<file path="config.mk">
export PLATFORM = sky130hd
export DESIGN_NAME = remap_ctl
export DESIGN_NICKNAME = d
export VERILOG_FILES = /design/src/rtl/remap_pkg.sv /design/src/rtl/remap_ctrl.sv /design/src/rtl/remap_regs.sv /design/src/rtl/remap_dec.sv /design/src/rtl/remap_ctl.sv
export SDC_FILE = /design/constraint.sdc
export NUM_CORES = 1
export LEC_CHECK = 0
export ABC_AREA = 1
export BUFFER_PORTS_ARGS = -buffer_cell sky130_fd_sc_hd__buf_2
export CAP_MARGIN = 20
export CORE_ASPECT_RATIO = 1.75
export CORE_MARGIN = 2
export CORE_UTILIZATION = 26
export CTS_BUF_LIST = sky130_fd_sc_hd__clkbuf_4 sky130_fd_sc_hd__clkbuf_8
export CTS_CLUSTER_DIAMETER = 40
export DETAILED_ROUTE_END_ITERATION = 10
export GPL_TIMING_DRIVEN = 0
export HOLD_SLACK_MARGIN = 0.12
export PLACE_DENSITY = 0.51
export RECOVER_POWER = 25
export SLEW_MARGIN = 10
export SYNTH_ARGS = -nofsm -noshare
export SYNTH_HDL_FRONTEND = slang
export SYNTH_SLANG_ARGS = --single-unit
export TNS_END_PERCENT = 1
</file>
<file path="constraint.sdc">
create_clock -name clk -period 1.6 [get_ports clk]
set_input_delay 0.32 -clock clk [delete_from_list [all_inputs] [get_ports clk]]
set_output_delay 0.32 -clock clk [all_outputs]
set_load 0.05 [all_outputs]
</file>
<file path="src/rtl/remap_pkg.sv">
package remap_pkg;
  typedef struct packed {
    logic stageWr;
    logic rdCtrl;
    logic keyMap;
    logic keyRst;
    logic keyFlag;
  } ctlStrobes_t;

  typedef struct packed {
    logic ram;
    logic lowRom;
    logic vecRom;
    logic rom;
  } regionSel_t;
endpackage

</file>
<file path="src/rtl/remap_ctrl.sv">
module remap_ctrl
  import remap_pkg::*;
#(
  parameter int ADDR_W = 16,
  parameter int DATA_W = 8,
  parameter logic [ADDR_W-1:0] CTRL_ADDR = 16'h0FDE,
  parameter logic [ADDR_W-1:0] KEY_ADDR  = 16'h0FDF,
  parameter logic [DATA_W-1:0] KEY_MAP   = 8'hD4,
  parameter logic [DATA_W-1:0] KEY_RST   = 8'hB2,
  parameter logic [DATA_W-1:0] KEY_FLAG  = 8'h71
) (
  input  logic              busWr,
  input  logic [ADDR_W-1:0] busAddr,
  input  logic [DATA_W-1:0] busWrData,
  output ctlStrobes_t       strobes
);
  logic hitCtrl, hitKey, keyWr;

  always_comb begin
    hitCtrl = (busAddr == CTRL_ADDR);
    hitKey  = (busAddr == KEY_ADDR);
    keyWr   = busWr && hitKey;
    strobes.stageWr = busWr && hitCtrl;
    strobes.rdCtrl  = hitCtrl;
    strobes.keyMap  = keyWr && (busWrData == KEY_MAP);
    strobes.keyRst  = keyWr && (busWrData == KEY_RST);
    strobes.keyFlag = keyWr && (busWrData == KEY_FLAG);
  end
endmodule

</file>
<file path="src/rtl/remap_regs.sv">
module remap_regs
  import remap_pkg::*;
#(
  parameter int DATA_W = 8,
  parameter int CTRL_W = 3,
  parameter int VEC_BIT = 2,
  parameter int MAP_BIT = 1,
  parameter int RST_BIT = 0
) (
  input  logic              clk,
  input  logic              rstN,
  input  ctlStrobes_t       strobes,
  input  logic [CTRL_W-1:0] wrBits,
  output logic [DATA_W-1:0] rdData,
  output logic              mapOn,
  output logic              vecOn,
  output logic              rstDisable,
  output logic              flagClrPulse
);
  localparam int PAD_W = DATA_W - CTRL_W;

  logic [CTRL_W-1:0] staged;

  always_ff @(posedge clk or negedge rstN) begin
    if (!rstN) begin
      staged       <= '0;
      mapOn        <= 1'b0;
      vecOn        <= 1'b0;
      rstDisable   <= 1'b0;
      flagClrPulse <= 1'b0;
    end else begin
      if (strobes.stageWr) staged <= wrBits;
      if (strobes.keyMap) begin
        mapOn <= staged[MAP_BIT];
        vecOn <= staged[VEC_BIT];
      end
      if (strobes.keyRst) rstDisable <= staged[RST_BIT];
      flagClrPulse <= strobes.keyFlag;
    end
  end

  always_comb begin
    rdData = strobes.rdCtrl ? {{PAD_W{1'b0}}, staged} : '0;
  end
endmodule

</file>
<file path="src/rtl/remap_dec.sv">
module remap_dec
  import remap_pkg::*;
#(
  parameter int ADDR_W = 16,
  parameter logic [ADDR_W-1:0] WIN_LO   = 16'h0040,
  parameter logic [ADDR_W-1:0] WIN_HI   = 16'h083F,
  parameter logic [ADDR_W-1:0] VCALL_LO = 16'hFFA0,
  parameter logic [ADDR_W-1:0] VCALL_HI = 16'hFFBF,
  parameter logic [ADDR_W-1:0] IRQ_LO   = 16'hFFCC,
  parameter logic [ADDR_W-1:0] IRQ_HI   = 16'hFFFD,
  parameter logic [ADDR_W-1:0] RSTV_LO  = 16'hFFFE,
  parameter logic [ADDR_W-1:0] VEC_OFFSET = 16'hFE00
) (
  input  logic [ADDR_W-1:0] fetchAddr,
  input  logic              bootMode,
  input  logic              mapOn,
  input  logic              vecOn,
  output regionSel_t        sel,
  output logic [ADDR_W-1:0] xlatAddr
);
  logic inWin, inVcall, inIrq, inRstVec, vecLive;

  always_comb begin
    inWin    = (fetchAddr >= WIN_LO) && (fetchAddr <= WIN_HI);
    inVcall  = (fetchAddr >= VCALL_LO) && (fetchAddr <= VCALL_HI);
    inIrq    = (fetchAddr >= IRQ_LO) && (fetchAddr <= IRQ_HI);
    inRstVec = (fetchAddr >= RSTV_LO);
    vecLive  = vecOn && mapOn;
    sel      = '0;
    xlatAddr = fetchAddr;
    if (inRstVec) begin
      sel.vecRom = 1'b1;
    end else if (inVcall || inIrq) begin
      if (vecLive) begin
        sel.ram  = 1'b1;
        xlatAddr = fetchAddr - VEC_OFFSET;
      end else begin
        sel.vecRom = 1'b1;
      end
    end else if (inWin) begin
      if (mapOn || bootMode) sel.ram = 1'b1;
      else                   sel.lowRom = 1'b1;
    end else begin
      sel.rom = 1'b1;
    end
  end
endmodule

</file>
<file path="src/rtl/remap_ctl.sv">
module remap_ctl
  import remap_pkg::*;
#(
  parameter int ADDR_W = 16,
  parameter int DATA_W = 8,
  parameter logic [ADDR_W-1:0] CTRL_ADDR = 16'h0FDE,
  parameter logic [ADDR_W-1:0] KEY_ADDR  = 16'h0FDF,
  parameter logic [DATA_W-1:0] KEY_MAP   = 8'hD4,
  parameter logic [DATA_W-1:0] KEY_RST   = 8'hB2,
  parameter logic [DATA_W-1:0] KEY_FLAG  = 8'h71,
  parameter logic [ADDR_W-1:0] WIN_LO    = 16'h0040,
  parameter logic [ADDR_W-1:0] WIN_HI    = 16'h083F,
  parameter logic [ADDR_W-1:0] RSTV_LO   = 16'hFFFE
) (
  input  logic              clk,
  input  logic              rstN,
  input  logic              busWr,
  input  logic [ADDR_W-1:0] busAddr,
  input  logic [DATA_W-1:0] busWrData,
  output logic [DATA_W-1:0] busRdData,
  input  logic [ADDR_W-1:0] fetchAddr,
  input  logic              bootMode,
  output logic              selRam,
  output logic              selLowRom,
  output logic              selVecRom,
  output logic              selRom,
  output logic [ADDR_W-1:0] xlatAddr,
  output logic              rstDisable,
  output logic              flagClrPulse
);
  localparam int CTRL_W = 3;

  ctlStrobes_t strobes;
  regionSel_t  sel;
  logic        mapOn, vecOn;

  remap_ctrl #(
    .ADDR_W(ADDR_W), .DATA_W(DATA_W), .CTRL_ADDR(CTRL_ADDR), .KEY_ADDR(KEY_ADDR),
    .KEY_MAP(KEY_MAP), .KEY_RST(KEY_RST), .KEY_FLAG(KEY_FLAG)
  ) u_ctrl (
    .busWr(busWr), .busAddr(busAddr), .busWrData(busWrData), .strobes(strobes)
  );

  remap_regs #(.DATA_W(DATA_W), .CTRL_W(CTRL_W)) u_regs (
    .clk(clk), .rstN(rstN), .strobes(strobes), .wrBits(busWrData[CTRL_W-1:0]),
    .rdData(busRdData), .mapOn(mapOn), .vecOn(vecOn),
    .rstDisable(rstDisable), .flagClrPulse(flagClrPulse)
  );

  remap_dec #(
    .ADDR_W(ADDR_W), .WIN_LO(WIN_LO), .WIN_HI(WIN_HI), .RSTV_LO(RSTV_LO)
  ) u_dec (
    .fetchAddr(fetchAddr), .bootMode(bootMode), .mapOn(mapOn), .vecOn(vecOn),
    .sel(sel), .xlatAddr(xlatAddr)
  );

  assign selRam    = sel.ram;
  assign selLowRom = sel.lowRom;
  assign selVecRom = sel.vecRom;
  assign selRom    = sel.rom;
endmodule

</file>
==> results of run 1 <==
Yosys cell counts:
master | count | area share
nor3_1 | 4 | 0.017
xor2_1 | 2 | 0.015
nand2_1 | 70 | 0.22
conb_1 | 1 | 0.0031
nor2b_1 | 1 | 0.0052
clkinv_2 | 1 | 0.0041
buf_6 | 1 | 0.0093
xnor2_1 | 1 | 0.0073
nor4_1 | 1 | 0.0052
nand2_4 | 5 | 0.047
ha_1 | 1 | 0.010
nand4_1 | 8 | 0.041
nand3b_1 | 1 | 0.0062
buf_4 | 15 | 0.093
dfrtp_1 | 7 | 0.15
nand2_2 | 4 | 0.021
a21oi_1 | 2 | 0.0083
nor2_1 | 35 | 0.11
inv_1 | 33 | 0.10
nand3_1 | 20 | 0.083
or2_2 | 2 | 0.010
nor2_2 | 3 | 0.016
o21ai_0 | 6 | 0.025
per-stage QoR:
stage | hold WS, ns | utilization | setup WS [ns]
after CTS | 0.364 | 0.444 | -0.119
after global placement | 0.173 | 0.370 | -0.529
after floorplan | 0.0244 | - | -0.110
after global routing | 0.389 | 0.475 | -0.165
after detailed placement | 0.169 | 0.370 | -0.536
final | 0.361 | 0.475 | -0.111
what timing repair did:
| action | in CTS | in global routing |
|---|---|---|
| setup endpoints to repair | 14 | 14 |
| setup buffers | 2 | 1 |
| hold buffers | 1 | 0 |
| resized for setup | 82 | 40 |
| pin swaps | 19 | 19 |
| hold endpoints to repair | 7 | 0 |
power groups by stage:
| stage | Combinational (mW) | Sequential [mW] | Clock [mW] |
|---|---|---|---|
| finish | 0.424 | 0.178 | 0.269 |
| global route | 0.456 | 0.178 | 0.285 |
| CTS | 0.392 | 0.178 | 0.276 |
| global placement | 0.332 | 0.180 | 0 |
| detailed placement | 0.333 | 0.180 | 0 |
| floorplan | 0.222 | 0.180 | 0 |
layout by cell type, fill, tap and decap left out:
master	n
nand2_1	50
buf_2	40
inv_1	25
nor2_1	23
nand2_2	21
buf_4	20
nand3_1	14
buf_6	12
buf_8	9
nand2_4	8
nor2_2	8
nand4_1	8
nor2_4	7
dfrtp_1	7
inv_2	6
nand3_2	5
o21ai_0	5
conb_1	5
buf_12	3
nor3_1	3
clkbuf_8	3
inv_4	2
a21oi_1	2
xor2_1	2
or2_4	2
nor3_4	1
clkinv_4	1
nand3_4	1
xnor2_1	1
o21ai_1	1
nor4_1	1
nor2b_1	1
nand3b_1	1
ha_4	1
clkbuf_4	1
dlygate4sd3_1	1
clkbuf_1	1
layout make-up:
cell class              instances  share of cell area
plain buffers                  16              0.0688
well taps                      51              0.0302
multi-input cells             171               0.469
flip-flops and latches          7              0.0830
inverters                      34              0.0652
repair buffers                 70               0.260
clock buffers                   4              0.0231
metal layers:
metal	routed length, µm	up-vias	GRT usage	share of wire
met3	217	6	0.0220	0.056
met1	1250	691	0.130	0.32
met4	70	0	0.0467	0.018
met2	2350	51	0.321	0.60
li1	-	827	-	-
met5	0	-	0	0
registers in the layout, summed over array words and instances, names as in the netlist:
| register | cells |
|---|---|
| u_regs.flagClrPulse | 1 |
| u_regs.mapOn | 1 |
| u_regs.rstDisable | 1 |
| u_regs.staged | 3 |
| u_regs.vecOn | 1 |
cells by family after synthesis:
logic type / Yosys count / share of synthesized area
AND/OR/NAND/NOR: 154 / 0.577
buffers and inverters: 50 / 0.209
other: 1 / 0.00311
adder cells (fa/ha/maj): 1 / 0.0104
XOR/XNOR: 3 / 0.0218
AO/OA/AOI/OAI: 8 / 0.0332
flip-flops: 7 / 0.145
tightest hold or removal path, stage by stage:
cell and delay, ns:
buf_2 0.10, nand4_1 0.08, nor4_1 0.05
how the worst max path moves through the flow:
stage | startpoint | endpoint | cells past startpoint
finish | fetchAddr[9] | xlatAddr[10] | 11
floorplan | fetchAddr[12] | xlatAddr[11] | 9
detailed placement | busAddr[5] | busRdData[1] | 7
global placement | busAddr[5] | busRdData[1] | 7
CTS | fetchAddr[10] | xlatAddr[10] | 11
global route | fetchAddr[5] | xlatAddr[15] | 12
==> summary.txt, run 1 <==
run status: finished, violations left
failing checks: negative setup slack
TritonCTS Buffers: 3
GRT Residual Overflow: 0
CP max-delay cell: ha_4
initial core utilization: 0.272
Clock Latency Late Sink: 0.23 ns
Routed Antenna Nets: 0
Layout area overhead: 74.8%
Setup Viol. Count Final: 12
Power per Cell Area: 412 mW/mm²
R2R Path Start: u_regs.staged[0]$_DFFE_PN0P_
Non-Filler Instances: 353
TNS Setup: -0.870 ns
# rows: 32
minimum clock period after layout: 1.71 ns
Die Wd: 55.5 µm
core area: 0.00444 mm²
Critical Path Fanout Max: 8
Clock Skew: 0.000129 ns
Cell Area, Placed: 0.00164 mm²
worst-case clock buffer depth: 2
Fmax: 584 MHz
max-slew violations: 0
R2R Setup Slk: 0.89 ns
Setup Crit Path Kind: primary input to output pin
H-tree levels: 1
residual DRC count: 0
Die Area: 0.00523 mm²
max-cap viol count: 0
Final Power: 0.871 mW
Clk pwr share: 0.309
Die Ht: 94.2 µm
worst path bufs/invs: 2
DP Cell Count: 345
vias in the first global route: 1479
worst IR drop on VDD: 0.386 mV
proportion of layout cells with a drive suffix above 1: 0.500
DR vias/cell: 4.46
PortBufs: 66
RSZ-0062 raised after global routing: true
initial antenna violation count: 0
first-pass GRT wire length: 6180 µm
Detailed Place HPWL: 3160 µm
internal power: 0.540 mW
Largest delay share family, worst path: simple AND/OR/NAND/NOR gates
worst path cell trace: buf_12, ha_4, nand3_4, nor2_2, nand2_1, nand2_2, nand2_4, nand2_4, nand2_1, nand2_2, buf_8
Switching Fraction: 0.380
WHS Path Cells: 3
Net Switching: 0.331 mW
vias: 1575
wire per inst: 11.0 µm
combinational share of power: 0.487
Critical Path RT: 1.28 ns
Min-Delay Endpoint: u_regs.flagClrPulse$_DFF_PN0_
type of origin of the critical path: primary input
Placer Congestion: 0.864
Fill cells: 507
Seq/Total Area, Yosys: 0.145
Leak: 1.13 nW
drt first pass iters: 4
CTS tree: yes
antenna cells: 0
Synth cell types: 23
Total GRT Usage: 0.148
Design Area, Final: 0.00211 mm²
Synth Warn #: 0
register bit total from synthesis: 7
Layout Nets: 348
Detailed Route WL: 3890 µm
WP data arrival: 1.39 ns
worst hold start: busWrData[0]
synthesized cell area: 0.00121 mm²
area of the multi-input gates: 991 µm²
1st-iter DRT viols: 24
Reg2Reg Depth: 2
Tightest Hold Check Type: primary input to flop
root buf cell: clkbuf_8
period utilisation layout: 1.07
FF-to-FF End: u_regs.rstDisable$_DFFE_PN0P_
register area: 175 µm²
largest net degree at the start of global routing: 9
share of power burned in registers: 0.204
clock-pin slew on the worst setup and hold paths: 0.04 ns
Worst setup EP type: output pin
Largest stage delay, worst path: 0.15 ns
TritonCTS Sinks: 7
number of I/O pins: 74
Hold Violations, Final: 0
Syn Area/Cell: 5.39 µm²
synthesized instance count: 224
worst setup margin: -0.111 ns
No activity file was read; power rests on OpenSTA's default activity.
==> run 2: changes to the inputs <==
CELL_PAD_IN_SITES_DETAIL_PLACEMENT = 0   (was default)
CELL_PAD_IN_SITES_GLOBAL_PLACEMENT = 1   (was default)
PLACE_DENSITY = 0.77   (was 0.51)
==> run 2 against run 1 <==
Against the previous run: largest power group unchanged; core utilization is 1.5 points higher; power is 1.7% higher; setup slack worse by 0.0095 ns; final cell count stayed put; worst hold slack worse by 0.0040 ns; the flow still finishes with violations (negative setup slack); critical path depth is 1 higher; sequential share of layout area is 0.25 points lower; non-clock buffer count stayed put; sequential cell count stayed put; clock skew hardly changed; via count is 0.25% lower; register-to-register slack hardly changed.
==> summary.txt, run 2 (synthesis gave the netlist of run 1 again) <==
wire per inst: 11.1 µm (+0.69%)
number of I/O pins: 74 (unchanged)
root buf cell: clkbuf_8
worst setup margin: -0.121 ns (-0.00948 ns)
Leak: 1.15 nW (+1.7%)
worst hold start: busWrData[0]
FF-to-FF End: u_regs.rstDisable$_DFFE_PN0P_
# rows: 32 (unchanged)
worst setup path end: xlatAddr[15]
DP Cell Count: 345 (unchanged)
Setup Crit Path Kind: primary input to output pin
Setup Viol. Count Final: 13 (+1)
run status: finished, violations left
Total GRT Usage: 0.144 (-0.00370)
1st-iter DRT viols: 36 (+50%)
TNS Setup: -0.855 ns (+0.0149 ns)
TritonCTS Buffers: 3 (unchanged)
Clock Skew: 0.000142 ns (+0.0000136 ns)
first-pass GRT wire length: 6100 µm (-1.2%)
Die Ht: 94.2 µm (unchanged)
vias in the first global route: 1496 (+1.1%)
register area: 175 µm² (unchanged)
Fmax: 581 MHz (-0.55%)
Reg2Reg Depth: 2 (unchanged)
commonest cells after routing, fill and taps aside: nand2_1 (50), buf_2 (37), inv_1 (25), buf_4 (23), nor2_1 (21)
Design Area, Final: 0.00218 mm² (+3.1%)
max-cap viol count: 0 (unchanged)
worst-case clock buffer depth: 2 (unchanged)
critical path startpoint: fetchAddr[9]
Reg with most FFs: u_regs.staged
GRT Residual Overflow: 0 (unchanged)
Setup WS pre-CTS: -0.512 ns (+0.0244 ns)
Worst setup EP type: output pin
Power per Cell Area: 407 mW/mm² (-1.4%)
Layout area overhead: 80.3%
type of origin of the critical path: primary input
max FFs per register: 3 (unchanged)
Detailed Route WL: 3920 µm (+0.69%)
initial core utilization: 0.272 (unchanged)
worst path cell trace: buf_12, nand2_2, nor2_4, nand2_4, inv_6, nand2_2, nand2_2, nand2_4, nand2_4, nand2_4, nand2_2, buf_8
Die Area: 0.00523 mm² (unchanged)
worst IR drop on VDD: 0.341 mV (-12%)
TritonCTS Sinks: 7 (unchanged)
Detailed Place HPWL: 3210 µm (+1.7%)
Largest delay share family, worst path: simple AND/OR/NAND/NOR gates
Layout Nets: 348 (unchanged)
minimum clock period after layout: 1.72 ns (+0.00948 ns)
failing checks: negative setup slack
WP data arrival: 1.40 ns (about the same)
worst hold margin: 0.357 ns (-0.00395 ns)
Routed Antenna Nets: 0 (unchanged)
Fill cells: 455 (-10%)
H-tree levels: 1 (unchanged)
Die Wd: 55.5 µm (unchanged)
Non-Filler Instances: 353 (unchanged)
Critical Path Fanout Max: 8 (unchanged)
drt first pass iters: 4 (unchanged)
R2R Setup Slk: 0.88 ns (about the same)
largest net degree at the start of global routing: 9 (unchanged)
CP max-delay cell: buf_8
clock-pin slew on the worst setup and hold paths: 0.04 ns (about the same)
residual DRC count: 0 (unchanged)
Largest stage delay, worst path: 0.14 ns (about the same)
max-slew violations: 0 (unchanged)
RSZ-0062 raised after global routing: true
Cell Area, Placed: 0.00164 mm² (unchanged)
final core occ: 0.490 (+0.0149)
CTS tree: yes
critical path depth: 12 (+1)
R2R Path Start: u_regs.staged[0]$_DFFE_PN0P_
Placer Congestion: 0.804 (-6.9%)
Critical Path RT: 1.28 ns (about the same)
initial antenna violation count: 0 (unchanged)
PortBufs: 66 (unchanged)
period utilisation layout: 1.08 (+0.00593)
Clock Latency Late Sink: 0.23 ns (about the same)
Tightest Hold Check Type: primary input to flop
vias: 1571 (-0.25%)
DR vias/cell: 4.45 (-0.25%)
antenna cells: 0 (unchanged)
proportion of layout cells with a drive suffix above 1: 0.513 (+0.0132)
core area: 0.00444 mm² (unchanged)
commonest non-fill, non-tap cell in the layout: nand2_1
area of the multi-input gates: 0.00106 mm² (+6.9%)
Final Power: 0.886 mW (+1.7%)
worst path bufs/invs: 3 (+1)
Hold Violations, Final: 0 (unchanged)
[run 2: layer usage]
| layer | global-route usage | vias up | wire, µm |
|---|---|---|---|
| li1 | - | 826 | - |
| met1 | 0.126 | 685 | 1260 |
| met2 | 0.312 | 52 | 2390 |
| met3 | 0.0165 | 8 | 183 |
| met4 | 0.0589 | 0 | 89 |
| met5 | 0 | - | 0 |
[run 2: tightest hold or removal path, stage by stage]
cell and delay, ns:
buf_2 0.11, nand4_1 0.08, nor4_1 0.04
[run 2: power by group]
part	total, mW	leakage (nW)	internal [mW]	switching [mW]
sequential	0.178	0.0979	0.178	0.0000206
combinational	0.435	1.03	0.177	0.258
clock	0.273	0.0262	0.190	0.0828
[run 2: worst min path at each step]
stage | to | slack (ns) | cells past startpoint
6_report | u_regs.flagClrPulse$_DFF_PN0_ | 0.36 | 3
4_1_cts | u_regs.flagClrPulse$_DFF_PN0_ | 0.35 | 3
3_5_place_dp | u_regs.staged[0]$_DFFE_PN0P_ | 0.17 | 1
3_3_place_gp | u_regs.mapOn$_DFFE_PN0P_ | 0.17 | 1
2_1_floorplan | u_regs.flagClrPulse$_DFF_PN0_ | 0.02 | 0
5_1_grt | u_regs.flagClrPulse$_DFF_PN0_ | 0.36 | 3
[run 2: repair_timing]
item	in CTS	in global routing
hold endpoints to repair	7	0
hold buffers	1	0
setup buffers	2	1
resized for setup	82	55
pin swaps	19	26
setup endpoints to repair	14	14
[run 2: cell type report]
class,instances,area share
Multi-Input combinational cell,171,0.487
Buffer,16,0.0667
Sequential cell,7,0.0805
Inverter,34,0.0621
Tap cell,51,0.0293
Timing Repair Buffer,70,0.252
Clock buffer,4,0.0224
